===== src/rtl/pix_char_ser.sv =====
module pix_char_ser #(
  parameter int PAY_W = 10
) (
  input  logic             clk,
  input  logic             rst_n,
  input  logic [PAY_W-1:0] pix_data,
  input  logic             line_vld,
  input  logic             frame_vld,
  output logic             ser_out,
  output logic             pix_load
);
  localparam int CHAR_W = PAY_W + 2;
  localparam int CW = $clog2(CHAR_W);
  localparam logic [PAY_W-1:0] MARK  = '1;
  localparam logic [PAY_W-1:0] CLAMP = MARK - PAY_W'(1);
  localparam logic [CW-1:0] LAST = CW'(CHAR_W - 1);

  typedef enum logic [1:0] {MK_NONE, MK_ZERO, MK_TAIL} mk_t;

  logic [CW-1:0]    bit_cnt;
  logic [CW-1:0]    idx;
  logic [PAY_W-1:0] cur, nxt;
  mk_t              mk, mk_nxt;
  logic             prev_fv, armed, rise;

  assign pix_load = (bit_cnt == LAST);
  assign idx      = bit_cnt - CW'(1);
  assign rise     = frame_vld & ~prev_fv;

  always_comb begin
    if (bit_cnt == '0)   ser_out = 1'b1;
    else if (pix_load)   ser_out = 1'b0;
    else                 ser_out = cur[idx];
  end

  always_comb begin
    mk_nxt = MK_NONE;
    nxt    = '0;
    if (mk == MK_ZERO) begin
      mk_nxt = MK_TAIL;
    end else if (mk == MK_TAIL) begin
      nxt = MARK;
    end else if (rise) begin
      nxt    = MARK;
      mk_nxt = MK_ZERO;
    end else if (armed && frame_vld && line_vld) begin
      nxt = (pix_data == MARK) ? CLAMP : pix_data;
    end
  end

  always_ff @(posedge clk or negedge rst_n) begin
    if (!rst_n) begin
      bit_cnt <= '0;
      cur     <= '0;
      mk      <= MK_NONE;
      prev_fv <= 1'b1;
      armed   <= 1'b0;
    end else begin
      bit_cnt <= pix_load ? '0 : bit_cnt + CW'(1);
      if (pix_load) begin
        cur     <= nxt;
        mk      <= mk_nxt;
        prev_fv <= frame_vld;
        if (mk == MK_NONE && rise) armed <= 1'b1;
      end
    end
  end


  start_bit_chk: assert property (@(posedge clk) disable iff (!rst_n)
    pix_load |=> ser_out);


  load_spacing_chk: assert property (@(posedge clk) disable iff (!rst_n)
    pix_load |=> !pix_load);


  idle_unarmed_chk: assert property (@(posedge clk) disable iff (!rst_n)
    !armed |-> (cur == '0));


  marker_mid_chk: assert property (@(posedge clk) disable iff (!rst_n)
    (pix_load && mk == MK_ZERO) |=> (cur == '0 && mk == MK_TAIL));


  marker_tail_chk: assert property (@(posedge clk) disable iff (!rst_n)
    (pix_load && mk == MK_TAIL) |=> (cur == MARK && mk == MK_NONE));


  no_mark_in_pixels_chk: assert property (@(posedge clk) disable iff (!rst_n)
    (pix_load && mk == MK_NONE && !rise) |=> (cur != MARK));
endmodule


===== config.mk =====
export PLATFORM = sky130hd
export DESIGN_NAME = pix_char_ser
export DESIGN_NICKNAME = d
export VERILOG_FILES = /design/src/rtl/pix_char_ser.sv
export SDC_FILE = /design/constraint.sdc
export NUM_CORES = 1
export LEC_CHECK = 0
export ABC_AREA = 0
export ABC_CLOCK_PERIOD_IN_PS = 2500
export BUFFER_PORTS_ARGS = -buffer_cell sky130_fd_sc_hd__buf_2
export CAP_MARGIN = 10
export CORE_AREA = 2 2 47 49
export DETAILED_ROUTE_END_ITERATION = 12
export DIE_AREA = 0 0 49 51
export HOLD_SLACK_MARGIN = 0.05
export PLACE_DENSITY_LB_ADDON = 0.1
export SYNTH_ARGS = -nofsm -noshare
export SYNTH_HDL_FRONTEND = slang
export SYNTH_SLANG_ARGS = --single-unit
export TNS_END_PERCENT = 100

===== constraint.sdc =====
create_clock -name clk -period 2.5 [get_ports clk]
set_clock_uncertainty 0.2 [all_clocks]
set_input_delay 0.375 -clock clk [delete_from_list [all_inputs] [get_ports clk]]
set_output_delay 0.375 -clock clk [all_outputs]
set_load 0.05 [all_outputs]

==> results.cfg <==
[outcome]
status = complete, but fails checks
failing_checks = negative setup slack

[synthesis]
synth_largest_area_cell = sky130_fd_sc_hd__dfrtp_1
ys_async_sr_fraction = 1.00
synth.net_count = 125
syn-instance-count = 109
post-synth-top-area-fraction = 0.412
avgSynthCellArea_um2 = 9.48
yosys_warnings = 0
synth_seq_cells = 18
synth-edff-count = 0
post_synth_instance_area_um2 = 1030
synthTopCellsByArea = sky130_fd_sc_hd__dfrtp_1 (41%), sky130_fd_sc_hd__nand2_1 (6.2%), sky130_fd_sc_hd__a21oi_1 (5.3%)
sequential_to_total_area_share_from_yosys_stat = 0.437
yosys_most_used_dff = sky130_fd_sc_hd__dfrtp_1
yosys.cell_types.count = 38

[route]
viasPerCell = 5.50
met3WireLength_um = 74
drt_drc_violations_left = 0
drt_wl_total_um = 2150
uppermost_routed_layer = met4
routedLengthMet1_um = 1010
dr_total_vias = 885
ant_nets = 0
detail_route.first_pass.iterations = 4
post_drt_wl_per_cell_um = 13.3
drt_iter0_markers = 12
wl_met2_um = 992

[layout]
syn2layout_area_growth_pct = 20.2
multiInputGateArea_um2 = 537
layout-drive-gt1-share = 0.308
antenna_cells = 0
fillCellCount = 189
nNetsFinal = 150
final-seq-area_um2 = 452

[grt]
grt_start_max_net_pins = 19
grt_antenna_before_repair = 0
global_route.overflow_total = 0
grt_first_pass_wirelength_um = 3860
global_route_usage_over_all_layers = 0.207
first_global_vias = 875

[placed_design]
detailed_place_hpwl_um = 1600
number_of_buffers_inserted_by_port_buffering = 15
place.gp.congestion = 0.826
placement.setup.worst_slack_ns = 0.0136

[worst_setup_path]
slowest_stage = sky130_fd_sc_hd__mux4_2
cp-start-kind = register
cp.arrival_ns = 2.03
slowest_delay_ns = 0.49
endpoint_kind = output pin
critPathRequiredTime_ns = 1.92
crit_chain = inv_2 > ha_4 > mux4_2 > a21o_2 > o21ai_2 > a211oi_4 > buf_6
crit_path_max_fanout = 4
crit_type = reg2out

[clock_tree]
path_clk_slew_ns = 0.10
clock_path_buffers = 2
clock_insertion_delay_worst_skew_ns = 0.29
cts-htree-levels = 1
numCtsBuffers = 3
cts_sinks = 18
cts.root.buffer_cell = sky130_fd_sc_hd__clkbuf_4
cts_tree = done

[floorplanning]
floorplan.die.height_um = 51
floorplan.initialDensity = 0.501
rows = 17
pin_count = 16
placeableCoreArea_um2 = 2060
design.die.area_um2 = 2500
die_x_um = 49

[sta]
timing.final.crit_period_ns = 2.61
timing.final.setup_violations = 1
worst-slew-pin-transition_ns = 0.596
rsz0062_at_grt = true
setup_ws_ns = -0.106
final_min_period_over_clock_period = 1.04
slew-limit-headroom = 0.600
finalHoldViolations = 0
fmax_ghz = 0.384
final_max_slew_viol_count = 0

[power]
internal-power_uw = 399
combinationalPowerShare = 0.124
total_power_uw = 532
pwr-share-seq = 0.598
p_switching_uw = 133
power_switching_share = 0.250
power_density_nw_per_um2 = 428
static-leakage-power_nw = 0.589
irDropWorstVdd_v = 0.000312
clk_network_pwr_share = 0.278

[min_path]
hold_class = in2reg

[flow_run]
max_cap_violations = 0
layout make-up:
cell class	instances	area share
flip-flops and latches	18	0.364
multi-input cells	78	0.432
inverters	7	0.0211
well taps	28	0.0282
repair buffers	26	0.134
clock buffers	4	0.0211
logic make-up after synthesis:
kind of cell             after synthesis  share of synthesized area
buffers and inverters                 13                     0.0642
flip-flops                            18                      0.437
AO/OA/AOI/OAI                         36                      0.211
adder cells (fa/ha/maj)                2                     0.0242
multiplexers                           5                     0.0932
XOR/XNOR                               2                     0.0170
AND/OR/NAND/NOR                       33                      0.154
timing repair:
action	CTS	global route
setup endpoints to repair	1	1
pin swaps	4	1
gates cloned	0	0
hold endpoints to repair	17	0
setup buffers	3	2
hold buffers	1	0
gates resized for setup	7	0
metal layers:
metal  vias up  track usage
li1        437            -
met1       416        0.255
met2        26        0.347
met3         6       0.0175
met4         0        0.143
met5         -            0
per-stage QoR:
| step | setup TNS (ns) | cells | utilization | cell area, um^2 | hold WS [ns] |
|---|---|---|---|---|---|
| floorplan | 0 | 109 | - | 1060 | -0.121 |
| global placement | 0 | 151 | 0.565 | 1170 | 0.119 |
| detailed placement | 0 | 151 | 0.565 | 1170 | 0.118 |
| CTS | -0.116 | 159 | 0.595 | 1230 | 0.0719 |
| global route | -0.175 | 161 | 0.602 | 1240 | 0.0952 |
| finish | -0.106 | 161 | 0.602 | 1240 | 0.0749 |
path summary, 6_finish.rpt:
kind / start / endpoint / slack [ns] / depth (start not counted)
hold reg to reg: prev_fv / prev_fv / 0.26 / 2
setup / recovery: bit_cnt[0] / ser_out / -0.11 / 7
max in group asynchronous: rst_n / prev_fv / 1.48 / 2
hold / removal: frame_vld / prev_fv / 0.07 / 3
min in group asynchronous: rst_n / mk[1] / 0.32 / 2
setup reg to reg: bit_cnt[0] / cur[3] / 0.58 / 6
synthesized netlist by cell type, drive strengths merged, types with 2 or more instances:
cell / n
mux4: 3
o21ai: 14
or3: 2
ha: 2
nor2: 3
inv: 7
dfrtp: 17
a21o: 2
a21oi: 11
o21bai: 2
buf: 5
nand3: 2
nand2: 17
nor3b: 2
power groups by stage:
stage                     registers (mW)  clock network (mW)  logic, mW
after detailed placement           0.323                   0     0.0625
after CTS                          0.318               0.154     0.0669
after floorplan                    0.319                   0     0.0387
after global routing               0.320               0.163     0.0762
after global placement             0.322                   0     0.0615
final                              0.318               0.148     0.0661
state kept, by name (all words and copies together) (netlist names):
name     count
cur         10
mk           2
prev_fv      1
armed        1
bit_cnt      4
layout by cell type (no fill, tap or decap), types with 3 or more instances in the layout:
cell type / instances
sky130_fd_sc_hd__o21ai_0: 11
sky130_fd_sc_hd__inv_1: 5
sky130_fd_sc_hd__a21oi_1: 11
sky130_fd_sc_hd__buf_2: 14
sky130_fd_sc_hd__buf_4: 10
sky130_fd_sc_hd__nand2_1: 17
sky130_fd_sc_hd__dfrtp_1: 17
sky130_fd_sc_hd__mux4_2: 3
sky130_fd_sc_hd__nor2_1: 3
sky130_fd_sc_hd__clkbuf_4: 3
critical path, delay by kind of cell (launching register included):
family,cells,cell delay [ns]
muxes,1,0.49
AOI/OAI and AO/OA,3,0.35
adders and majority gates,1,0.28
DFF,1,0.37
buffers and inverters,2,0.23
Note: power is estimated with default switching activity, not from simulation.
